`src/rtl/acq_scan_pkg.sv`:
```
package acq_scan_pkg;

  localparam logic [3:0] OFS_DATA_LO = 4'h0;
  localparam logic [3:0] OFS_DATA_HI = 4'h1;
  localparam logic [3:0] OFS_MUX_LO  = 4'h2;
  localparam logic [3:0] OFS_MUX_HI  = 4'h3;
  localparam logic [3:0] OFS_CTRL    = 4'h4;
  localparam logic [3:0] OFS_MODE    = 4'h5;
  localparam logic [3:0] OFS_STATUS  = 4'h6;

  typedef enum logic [1:0] {
    TRG_SOFT = 2'd0,
    TRG_FALL = 2'd1,
    TRG_RISE = 2'd2,
    TRG_PACE = 2'd3
  } trigSrc_t;

  typedef enum logic [1:0] {
    IRQ_NONE  = 2'd0,
    IRQ_NEMPTY = 2'd1,
    IRQ_HALF  = 2'd2,
    IRQ_BURST = 2'd3
  } irqSrc_t;

  // strobes from control to datapath
  typedef struct packed {
    logic sampleDone;
    logic reloadChan;
    logic popFifo;
    logic clrBurst;
  } seqStrobe_t;

endpackage

```
`src/rtl/acq_scan_datapath.sv`:
```
module acq_scan_datapath
  import acq_scan_pkg::*;
#(
  parameter int NCH      = 64,
  parameter int ADC_BITS = 12,
  parameter int WORD     = 16,
  parameter int DEPTH    = 16,
  localparam int CHW     = $clog2(NCH),
  localparam int PTRW    = $clog2(DEPTH),
  localparam int CNTW    = $clog2(DEPTH + 1),
  localparam int HALF    = NCH / 2
) (
  input  logic                clk,
  input  logic                rstN,
  input  seqStrobe_t          strobe,
  input  logic [CHW-1:0]      lowBound,
  input  logic [CHW-1:0]      highBound,
  input  logic                seMode,
  input  logic [ADC_BITS-1:0] convData,
  output logic [CHW-1:0]      muxSel,
  output logic [WORD-1:0]     headWord,
  output logic                notEmpty,
  output logic                halfFull,
  output logic                full,
  output logic                burstFlag
);

  logic [CHW-1:0]  curChan;
  logic [CHW-1:0]  effHigh;
  logic            atTop;
  logic [WORD-1:0] sampleWord;
  logic [WORD-1:0] mem [DEPTH];
  logic [PTRW-1:0] wrPtr, rdPtr;
  logic [CNTW-1:0] fillCount;
  logic            doPush, doPop;

  always_comb begin
    if (!seMode && highBound > CHW'(HALF - 1)) effHigh = CHW'(HALF - 1);
    else                                       effHigh = highBound;
  end

  assign atTop = (curChan >= effHigh);

  always_ff @(posedge clk or negedge rstN) begin
    if (!rstN) begin
      curChan <= '0;
    end else if (strobe.reloadChan) begin
      curChan <= lowBound;
    end else if (strobe.sampleDone) begin
      curChan <= atTop ? lowBound : curChan + CHW'(1);
    end
  end

  always_ff @(posedge clk or negedge rstN) begin
    if (!rstN)                          burstFlag <= 1'b0;
    else if (strobe.sampleDone && atTop) burstFlag <= 1'b1;
    else if (strobe.clrBurst)           burstFlag <= 1'b0;
  end

  assign muxSel = curChan;

  generate
    if (WORD == ADC_BITS) begin : g_full
      assign sampleWord = convData;
    end else begin : g_left
      assign sampleWord = {convData, {(WORD - ADC_BITS){1'b0}}};
    end
  endgenerate

  assign full     = (fillCount == CNTW'(DEPTH));
  assign notEmpty = (fillCount != '0);
  assign halfFull = (fillCount >= CNTW'(DEPTH / 2));
  assign doPush   = strobe.sampleDone && !full;
  assign doPop    = strobe.popFifo && notEmpty;

  always_ff @(posedge clk) begin
    if (doPush) mem[wrPtr] <= sampleWord;
  end

  always_ff @(posedge clk or negedge rstN) begin
    if (!rstN) begin
      wrPtr     <= '0;
      rdPtr     <= '0;
      fillCount <= '0;
    end else begin
      if (doPush) wrPtr <= wrPtr + PTRW'(1);
      if (doPop)  rdPtr <= rdPtr + PTRW'(1);
      case ({doPush, doPop})
        2'b10:   fillCount <= fillCount + CNTW'(1);
        2'b01:   fillCount <= fillCount - CNTW'(1);
        default: fillCount <= fillCount;
      endcase
    end
  end

  assign headWord = notEmpty ? mem[rdPtr] : '0;


  chan_reload_chk: assert property (@(posedge clk) disable iff (!rstN)
    strobe.reloadChan |=> (curChan == $past(lowBound)));


  chan_window_chk: assert property (@(posedge clk) disable iff (!rstN)
    (strobe.sampleDone && !strobe.reloadChan && lowBound <= effHigh)
      |=> (curChan >= $past(lowBound) && curChan <= $past(effHigh)));


  diff_clamp_chk: assert property (@(posedge clk) disable iff (!rstN)
    (!seMode && strobe.sampleDone && !strobe.reloadChan && lowBound < CHW'(HALF))
      |=> (curChan < CHW'(HALF)));


  no_overflow_chk: assert property (@(posedge clk) disable iff (!rstN)
    (full && strobe.sampleDone && !strobe.popFifo) |=> (fillCount == CNTW'(DEPTH)));

endmodule

```
`src/rtl/acq_scan_control.sv`:
```
module acq_scan_control
  import acq_scan_pkg::*;
#(
  parameter int NCH  = 64,
  parameter int WORD = 16,
  localparam int CHW = $clog2(NCH)
) (
  input  logic            clk,
  input  logic            rstN,
  input  logic            busWr,
  input  logic            busRd,
  input  logic [3:0]      busAddr,
  input  logic [7:0]      busWrData,
  output logic [7:0]      busRdData,
  input  logic            extTrig,
  input  logic            pacerTick,
  input  logic            convDone,
  input  logic [WORD-1:0] headWord,
  input  logic            notEmpty,
  input  logic            halfFull,
  input  logic            full,
  input  logic            burstFlag,
  output seqStrobe_t      strobe,
  output logic [CHW-1:0]  lowBound,
  output logic [CHW-1:0]  highBound,
  output logic            seMode,
  output logic            socPulse,
  output logic            unipolar,
  output logic            irqReq,
  output logic [2:0]      irqLine
);

  logic [7:0] ctrlReg, modeReg;
  logic       extS1, extS2, extS3;
  logic       busy, trigHit, startConv, reloadPend, irqCause;
  trigSrc_t   trigSel;
  irqSrc_t    irqSel;

  assign trigSel = trigSrc_t'(ctrlReg[1:0]);
  assign irqSel  = irqSrc_t'(modeReg[3:2]);

  always_ff @(posedge clk or negedge rstN) begin
    if (!rstN) begin
      lowBound  <= '0;
      highBound <= '0;
      ctrlReg   <= '0;
      modeReg   <= '0;
    end else if (busWr) begin
      case (busAddr)
        OFS_MUX_LO: lowBound  <= busWrData[CHW-1:0];
        OFS_MUX_HI: highBound <= busWrData[CHW-1:0];
        OFS_CTRL:   ctrlReg   <= busWrData;
        OFS_MODE:   modeReg   <= busWrData;
        default: ;
      endcase
    end
  end

  // reload one cycle after the bound write so the new bound is in place
  always_ff @(posedge clk or negedge rstN) begin
    if (!rstN) reloadPend <= 1'b0;
    else       reloadPend <= busWr && (busAddr == OFS_MUX_LO || busAddr == OFS_MUX_HI);
  end

  always_ff @(posedge clk or negedge rstN) begin
    if (!rstN) {extS1, extS2, extS3} <= 3'b000;
    else       {extS1, extS2, extS3} <= {extTrig, extS1, extS2};
  end

  always_comb begin
    case (trigSel)
      TRG_SOFT: trigHit = busWr && (busAddr == OFS_DATA_LO);
      TRG_FALL: trigHit = !extS2 && extS3;
      TRG_RISE: trigHit = extS2 && !extS3;
      default:  trigHit = pacerTick;
    endcase
  end

  assign startConv = trigHit && !busy;

  always_ff @(posedge clk or negedge rstN) begin
    if (!rstN) begin
      busy     <= 1'b0;
      socPulse <= 1'b0;
    end else begin
      socPulse <= startConv;
      if (startConv)     busy <= 1'b1;
      else if (convDone) busy <= 1'b0;
    end
  end

  always_comb begin
    strobe.sampleDone = convDone && busy;
    strobe.reloadChan = reloadPend;
    strobe.popFifo    = busRd && (busAddr == OFS_DATA_HI);
    strobe.clrBurst   = busWr && (busAddr == OFS_STATUS);
  end

  always_comb begin
    case (irqSel)
      IRQ_NEMPTY: irqCause = notEmpty;
      IRQ_HALF:   irqCause = halfFull;
      IRQ_BURST:  irqCause = burstFlag;
      default:    irqCause = 1'b0;
    endcase
  end

  assign irqReq   = ctrlReg[7] && irqCause;
  assign irqLine  = ctrlReg[6:4];
  assign seMode   = modeReg[5];
  assign unipolar = modeReg[6];

  always_comb begin
    case (busAddr)
      OFS_DATA_LO: busRdData = headWord[7:0];
      OFS_DATA_HI: busRdData = headWord[15:8];
      OFS_MUX_LO:  busRdData = 8'(lowBound);
      OFS_MUX_HI:  busRdData = 8'(highBound);
      OFS_CTRL:    busRdData = ctrlReg;
      OFS_MODE:    busRdData = modeReg;
      OFS_STATUS:  busRdData = {4'b0000, burstFlag, full, halfFull, notEmpty};
      default:     busRdData = 8'h00;
    endcase
  end


  soc_single_chk: assert property (@(posedge clk) disable iff (!rstN)
    socPulse |=> !socPulse);


  busy_block_chk: assert property (@(posedge clk) disable iff (!rstN)
    (busy && !convDone) |=> (!socPulse && busy));

endmodule

```
`src/rtl/acq_scan_ctrl.sv`:
```
module acq_scan_ctrl
  import acq_scan_pkg::*;
#(
  parameter int NCH      = 64,
  parameter int ADC_BITS = 12,
  parameter int DEPTH    = 16,
  localparam int CHW     = $clog2(NCH),
  localparam int WORD    = 16
) (
  input  logic                clk,
  input  logic                rstN,
  input  logic                busWr,
  input  logic                busRd,
  input  logic [3:0]          busAddr,
  input  logic [7:0]          busWrData,
  output logic [7:0]          busRdData,
  input  logic                extTrig,
  input  logic                pacerTick,
  input  logic                convDone,
  input  logic [ADC_BITS-1:0] convData,
  output logic [CHW-1:0]      muxSel,
  output logic                socPulse,
  output logic                singleEnded,
  output logic                unipolar,
  output logic                irqReq,
  output logic [2:0]          irqLine
);

  seqStrobe_t      strobe;
  logic [CHW-1:0]  lowBound, highBound;
  logic            seMode;
  logic [WORD-1:0] headWord;
  logic            notEmpty, halfFull, full, burstFlag;

  acq_scan_control #(.NCH(NCH), .WORD(WORD)) u_ctrl (
    .clk(clk), .rstN(rstN),
    .busWr(busWr), .busRd(busRd), .busAddr(busAddr),
    .busWrData(busWrData), .busRdData(busRdData),
    .extTrig(extTrig), .pacerTick(pacerTick), .convDone(convDone),
    .headWord(headWord), .notEmpty(notEmpty), .halfFull(halfFull),
    .full(full), .burstFlag(burstFlag),
    .strobe(strobe), .lowBound(lowBound), .highBound(highBound),
    .seMode(seMode), .socPulse(socPulse), .unipolar(unipolar),
    .irqReq(irqReq), .irqLine(irqLine)
  );

  acq_scan_datapath #(.NCH(NCH), .ADC_BITS(ADC_BITS), .WORD(WORD), .DEPTH(DEPTH)) u_dp (
    .clk(clk), .rstN(rstN), .strobe(strobe),
    .lowBound(lowBound), .highBound(highBound), .seMode(seMode),
    .convData(convData), .muxSel(muxSel), .headWord(headWord),
    .notEmpty(notEmpty), .halfFull(halfFull), .full(full),
    .burstFlag(burstFlag)
  );

  assign singleEnded = seMode;

endmodule

```
`config.mk`:
```
export PLATFORM = sky130hd
export DESIGN_NAME = acq_scan_ctrl
export DESIGN_NICKNAME = d
export VERILOG_FILES = /design/src/rtl/acq_scan_pkg.sv /design/src/rtl/acq_scan_datapath.sv /design/src/rtl/acq_scan_control.sv /design/src/rtl/acq_scan_ctrl.sv
export SDC_FILE = /design/constraint.sdc
export NUM_CORES = 1
export LEC_CHECK = 0
export ABC_AREA = 1
export CAP_MARGIN = 10
export CELL_PAD_IN_SITES_DETAIL_PLACEMENT = 1
export CELL_PAD_IN_SITES_GLOBAL_PLACEMENT = 1
export CORE_ASPECT_RATIO = 2
export CORE_UTILIZATION = 51
export DETAILED_ROUTE_END_ITERATION = 8
export GPL_TIMING_DRIVEN = 0
export PLACE_DENSITY_LB_ADDON = 0.1
export SETUP_SLACK_MARGIN = 0.1
export SLEW_MARGIN = 20
export SYNTH_ARGS = -nofsm -noshare
export SYNTH_HDL_FRONTEND = slang
export SYNTH_SLANG_ARGS = --single-unit
```
`constraint.sdc`:
```
create_clock -name clk -period 5.8 [get_ports clk]
set_input_delay 0.58 -clock clk [delete_from_list [all_inputs] [get_ports clk]]
set_output_delay 0.58 -clock clk [all_outputs]
set_load 0.1 [all_outputs]
```
==> results of run 1 <==
## metal layers
layer  global-route usage, %  part of all wire (%)  vias up
met1                    33.1                    32     4229
met3                    4.13                   5.4      135
met5                       0                     0        -
met2                    62.7                    55      346
met4                    24.2                   7.7        0
li1                        -                     -     3813
## power by group
group	switching (mW)	internal, mW
logic	1.79	0.662
clock network	0.649	0.891
registers	0.136	2.07
## cell families after synthesis
family | after synthesis | synth area share, %
AND/OR/NAND/NOR | 584 | 22.1
flip-flops | 246 | 64.6
buffers and inverters | 159 | 6.22
AO/OA/AOI/OAI | 82 | 4.25
adder cells (fa/ha/maj) | 17 | 2.00
XOR/XNOR | 10 | 0.795
## what timing repair did
| item | 4_1_cts | 5_1_grt |
|---|---|---|
| endpoints found under the hold margin | 4 | 0 |
| hold buffers | 1 | 0 |
| endpoints found under the setup margin | 0 | 0 |
| resized for setup | 0 | 0 |
## worst max-delay path, cell delays in order, from the launching register on
cell and delay (ps):
dfrtp_1 430, inv_2 100, clkbuf_1 580, nand2_1 130
nand3_1 120, nand3_1 120, nand2_1 140, nand2_1 70
nand2_1 100, nand2_1 50, nand3_1 100, clkdlybuf4s50_1 1140
## synthesized netlist by cell type (4+ instances only)
cell type,count
nand2_1,347
edfxtp_1,192
nand3_1,146
inv_1,103
nor2_1,71
dfrtp_1,54
o21ai_0,26
o21ai_1,26
buf_2,23
ha_1,16
a21oi_1,10
buf_4,10
inv_2,10
clkbuf_1,8
o21ai_2,6
xor2_1,6
a211oi_1,5
nand2_2,5
nand4_1,4
xnor2_1,4
## flip-flops by register name, summed over array words and instances (netlist names), 4 cells and up
name / cells
u_ctrl.ctrlReg: 8
u_ctrl.highBound: 6
u_ctrl.lowBound: 6
u_ctrl.modeReg: 8
u_dp.fillCount: 5
u_dp.mem: 192
u_dp.muxSel: 6
u_dp.rdPtr: 4
u_dp.wrPtr: 4
## worst paths after layout
path | depth (start not counted) | to | slack, ps
max | 11 | busRdData[4] | 1600
min | 0 | u_ctrl.extS2 | 360
max reg2reg | 15 | u_dp.fillCount[4] | 3000
min reg2reg | 0 | u_ctrl.extS2 | 360
max in group asynchronous | 3 | u_dp.fillCount[1] | 4910
min in group asynchronous | 2 | u_dp.muxSel[2] | 410
## area by class of cell
type	count	share of cell area, %
Multi-Input combinational cell	693	25.4
Clock buffer	33	4.94
Sequential cell	246	55.5
Clock inverter	6	0.868
Inverter	113	3.31
Timing Repair Buffer	64	5.37
Tap cell	269	2.62
Buffer	46	2.04
## stage by stage
stage	std cells	area, um^2	setup WS, ps	power [mW]	util [%]
global placement	1418	11900	2000	4.51	56.2
global route	1470	12800	1500	6.45	60.7
CTS	1470	12800	1620	6.19	60.7
floorplan	1098	11000	2540	3.74	-
finish	1470	12800	1600	6.19	60.7
detailed placement	1430	12100	2000	4.63	57.2
==> out/qor.csv, run 1 <==
stage,metric,value,unit
outcome,outcome,"complete, no violations",
floorplan,row count,75,
cells_and_area,# diodes,0,
yosys,post-synth cell types,35,
route,DRT iter0 DRCs,594,
power,LEAKAGE,5.38,nW
sta,skew final,10.1,ps
route,via count,8523,
sta,Final TNS setup,0,ps
sta,RSZ-0062 raised after global routing,false,
yosys,post-synth top area share,52.3,%
sta,final setup vio count,0,
cts,htree depth,1,
floorplan,Vert. Die Dim,210,um
grt,total track usage,33.4,%
setup_path,CP Max Fanout,10,
yosys,ranking of synthesized cells by area,"edfxtp_1 (52%), dfrtp_1 (12%), nand2_1 (12%), nand3_1 (6.6%), inv_1 (3.5%)",
route,drt wl/cell,24.1,um
route,DRT Wirelength,35400,um
cts,post-CTS setup buffers,0,
grt,largest net degree at the start of global routing,51,
yosys,"EDFF count, synth",192,
setup_path,Critical path origin,u_dp.rdPtr[0],
yosys,cell taking the most area after synthesis,edfxtp_1,
placement,IO Port Bufs,51,
yosys,"Top FF cell, synth",edfxtp_1,
floorplan,I/O pins,52,
route,DRC,0,
yosys,register area share after synthesis,64.6,%
hold_path,Hold Path Class,reg -> reg,
sta,period utilization,72.4,%
cells_and_area,layout net count,1234,
setup_path,Worst setup SP type,flop,
sta,Max-slew headroom,34.7,%
cts,Skew-Pair Late Insertion Delay,530,ps
floorplan,Starting Density,52.2,%
cts,Worst-path clk slew,70,ps
power,Pwr Density,483,nW/um^2
route,TritonRoute pass-1 iters,5,
floorplan,DIE AREA,22200,um^2
yosys,cells after synthesis,1098,
job,Max-cap violations,0,
cts,clk sinks,246,
setup_path,Worst R2R Start,u_dp.fillCount[0],
cts,Root Buffer,clkbuf_16,
grt,initial antenna violation count,0,
cells_and_area,Sequential Area,7120,um^2
cts,CTS tree,done,
placement,GPL Wtd Cong,0.885,
cells_and_area,"leading cell type in the layout, fill and taps excluded",nand2_1,
sta,final hold vios,0,
floorplan,Die Span X,106,um
hold_path,startpoint of the worst hold path,u_ctrl.extS1,
sta,Period minus WS final,4200,ps
grt,GRT overflow,0,
setup_path,Worst EP arrival,3620,ps
route,post-route ant nets,0,
grt,first-pass GRT wire length,53800,um
cts,clock tree buffer depth,3,
cells_and_area,"commonest cells after routing, fill and taps aside","nand2_1 (347), edfxtp_1 (192), nand3_1 (146)",
yosys,Synthesized Nets,1146,
sta,Min Hold Slack,357,ps
setup_path,Worst setup EP type,primary output,
cells_and_area,synthesis-to-layout area growth,16.4,%
route,vias per inst,5.80,
setup_path,classification of the worst setup path,reg -> out,
sta,Peak Freq,0.238,GHz
cells_and_area,area of the multi-input gates,3250,um^2
yosys,synthesized area per cell,10.0,um^2
yosys,Yosys warnings,0,
floorplan,area of the core,21100,um^2
cts,Num CTS Buffers,22,
grt,vias in the first global route,9530,
power,Peak VDD IR,0.372,mV
yosys,asr flop ratio synth,22.0,%
cells_and_area,layout cells sized above 1,10.2,%
yosys,Mapped Area,11000,um^2
cells_and_area,Fillers,2328,
yosys,Seq cells post-synth,246,
setup_path,Critical Path RT,5220,ps
placement,hpwl dp,25100,um
sta,"Slew Viols, Final",0,
sta,Least-Margin Pin Slew,976,ps
No activity file was read; power rests on OpenSTA's default activity.
==> run 2: changes to the inputs <==
CORE_UTILIZATION = 48   (was 51)
clock period = 4.3 ns   (was 5.8 ns; I/O delays follow)
==> out/qor.csv, run 2 (synthesis gave the netlist of run 1 again) <==
stage,metric,value,unit,change
route,TritonRoute pass-1 iters,5,,unchanged
grt,GRT overflow,0,,unchanged
power,Peak VDD IR,0.636,mV,+71%
sta,final hold vios,0,,unchanged
cts,htree depth,1,,unchanged
cells_and_area,"commonest cells after routing, fill and taps aside","nand2_1 (347), edfxtp_1 (192), nand3_1 (146)",,
cells_and_area,synthesis-to-layout area growth,17.3,%,
floorplan,Die Span X,109,um,+3.0%
setup_path,Critical Path RT,3870,ps,-1350 ps
route,drt wl/cell,23.4,um,-3.1%
floorplan,Vert. Die Dim,216,um,+3.0%
sta,Final TNS setup,0,ps,unchanged
sta,final setup vio count,0,,unchanged
power,Total Power,8.36,mW,+35%
grt,vias in the first global route,9170,,-3.8%
cells_and_area,area of the multi-input gates,3250,um^2,unchanged
outcome,outcome,"complete, no violations",,
floorplan,area of the core,22600,um^2,+7.2%
placement,Place WS,744,ps,-1260 ps
floorplan,row count,78,,+4.0%
setup_path,Worst setup SP type,flop,,
setup_path,slowest cell delay on critical path,1160,ps,+20 ps
setup_path,Register-to-Register Path Depth,15,,unchanged
hold_path,Hold Path Class,in -> async,,
cts,CTS tree,done,,
setup_path,slowest CP cell,clkdlybuf4s50_1,,
sta,RSZ-0062 raised after global routing,false,,
grt,total track usage,31.2,%,-2.3 points
power,Pwr Density,647,nW/um^2,+34%
setup_path,CP Max Fanout,10,,unchanged
floorplan,Starting Density,48.7,%,-3.5 points
placement,GPL Wtd Cong,0.837,,-5.4%
grt,initial antenna violation count,0,,unchanged
sta,Max-slew headroom,33.4,%,-1.3 points
cts,Skew-Pair Late Insertion Delay,530,ps,about the same
sta,skew final,24.6,ps,+14.5 ps
route,vias per inst,5.64,,-2.7%
cts,post-CTS resize count,0,,unchanged
route,post-route ant nets,0,,unchanged
cts,clock tree buffer depth,3,,unchanged
cells_and_area,biggest regs,"u_dp.mem (192), u_ctrl.ctrlReg (8), u_ctrl.modeReg (8)",,
sta,"Slew Viols, Final",0,,unchanged
cts,Num CTS Buffers,22,,unchanged
job,Max-cap violations,0,,unchanged
cts,clk sinks,246,,unchanged
sta,Peak Freq,0.245,GHz,
route,DRT iter0 DRCs,434,,-27%
setup_path,r2r setup slk,1450,ps,-1550 ps
placement,IO Port Bufs,51,,unchanged
setup_path,Worst setup EP type,primary output,,
setup_path,R2R Path End,u_dp.fillCount[4],,
setup_path,CP cell instances,inv_2 -> clkbuf_1 -> nand2_1 -> nand2_1 -> nand2_1 -> nand3_1 -> nand3_1 -> nand2_1 -> nand2_1 -> nand3_1 -> clkdlybuf4s50_1,,
floorplan,DIE AREA,23600,um^2,+6.2%
setup_path,cell mode on critical path,nand2_1,,
route,DRT Wirelength,34700,um,-2.0%
cells_and_area,"leading cell type in the layout, fill and taps excluded",nand2_1,,
route,DRC,0,,unchanged
cells_and_area,layout net count,1238,,+0.32%
cells_and_area,Largest Register,u_dp.mem,,
sta,Least-Margin Pin Slew,996,ps,+20.0 ps
placement,hpwl dp,25100,um,-0.10%
floorplan,I/O pins,52,,unchanged
cells_and_area,# diodes,0,,unchanged
grt,largest net degree at the start of global routing,51,,unchanged
setup_path,Worst R2R Start,u_dp.fillCount[0],,
sta,Period minus WS final,4080,ps,
cells_and_area,Fillers,2514,,+8.0%
cts,Worst-path clk slew,70,ps,about the same
setup_path,Worst EP arrival,3650,ps,+30 ps
route,via count,8379,,-1.7%
sta,final worst-path setup slack,217,ps,-1390 ps
sta,Min Hold Slack,248,ps,-109 ps
cells_and_area,layout cells sized above 1,10.6,%,+0.37 points
sta,period utilization,95.0,%,
grt,first-pass GRT wire length,52400,um,-2.6%
power,LEAKAGE,5.42,nW,+0.78%
cells_and_area,Sequential Area,7120,um^2,unchanged
cells_and_area,Largest register FFs,192,,unchanged
cts,Root Buffer,clkbuf_16,,
setup_path,classification of the worst setup path,reg -> out,,
run 2: final cells by class:
cell class | instances | share of cell area (%)
clock inverter | 8 | 1.11
sequential | 246 | 55.1
buffer | 46 | 2.02
clock buffer | 32 | 4.87
tap | 280 | 2.71
timing repair buffer | 68 | 5.76
inverter | 113 | 3.28
multi-input combinational | 693 | 25.2
run 2: metal layers:
layer	GRT usage (%)	wire length, um	vias to the layer above	share of wire (%)
met5	0	0	-	0
met4	21.9	2670	0	7.7
met2	57.7	19100	261	55
li1	-	-	3818	-
met1	31.7	11600	4179	33
met3	2.62	1290	121	3.7
run 2: how the worst max path moves through the flow:
stage / start / end / slack (ps) / depth (start not counted)
final: u_dp.rdPtr[0] / busRdData[5] / 220 / 11
after global routing: u_dp.rdPtr[0] / busRdData[0] / 120 / 11
after CTS: u_dp.rdPtr[0] / busRdData[5] / 230 / 11
after detailed placement: busAddr[1] / busRdData[4] / 740 / 7
after global placement: busAddr[1] / busRdData[4] / 710 / 7
after floorplan: u_dp.fillCount[0] / irqReq / 1190 / 4
run 2: stage by stage:
stage	cell area [um^2]	utilization, %	std cells
CTS	12900	57.1	1486
global placement	11900	52.5	1429
floorplan	11000	-	1098
finish	12900	57.1	1486
detailed placement	12100	53.6	1445
global route	12900	57.1	1486
run 2: timing repair:
item                                   4_1_cts  5_1_grt
setup buffers                                0        0
endpoints found under the hold margin       54        0
hold buffers                                 1        0
run 2: critical path: cells and delay by family (launching register included):
| family | cells | cell delay, ps |
|---|---|---|
| AND/OR/NAND/NOR | 8 | 830 |
| buffers and inverters | 3 | 1890 |
| flip-flops | 1 | 410 |
run 2: power breakdown:
| group | switching, mW | leakage [nW] | internal (mW) | total [mW] |
|---|---|---|---|---|
| clock | 0.882 | 0.368 | 1.26 | 2.14 |
| combinational | 2.34 | 2.65 | 0.899 | 3.23 |
| sequential | 0.192 | 2.40 | 2.79 | 2.98 |
| total | 3.41 | 5.42 | 4.95 | 8.36 |
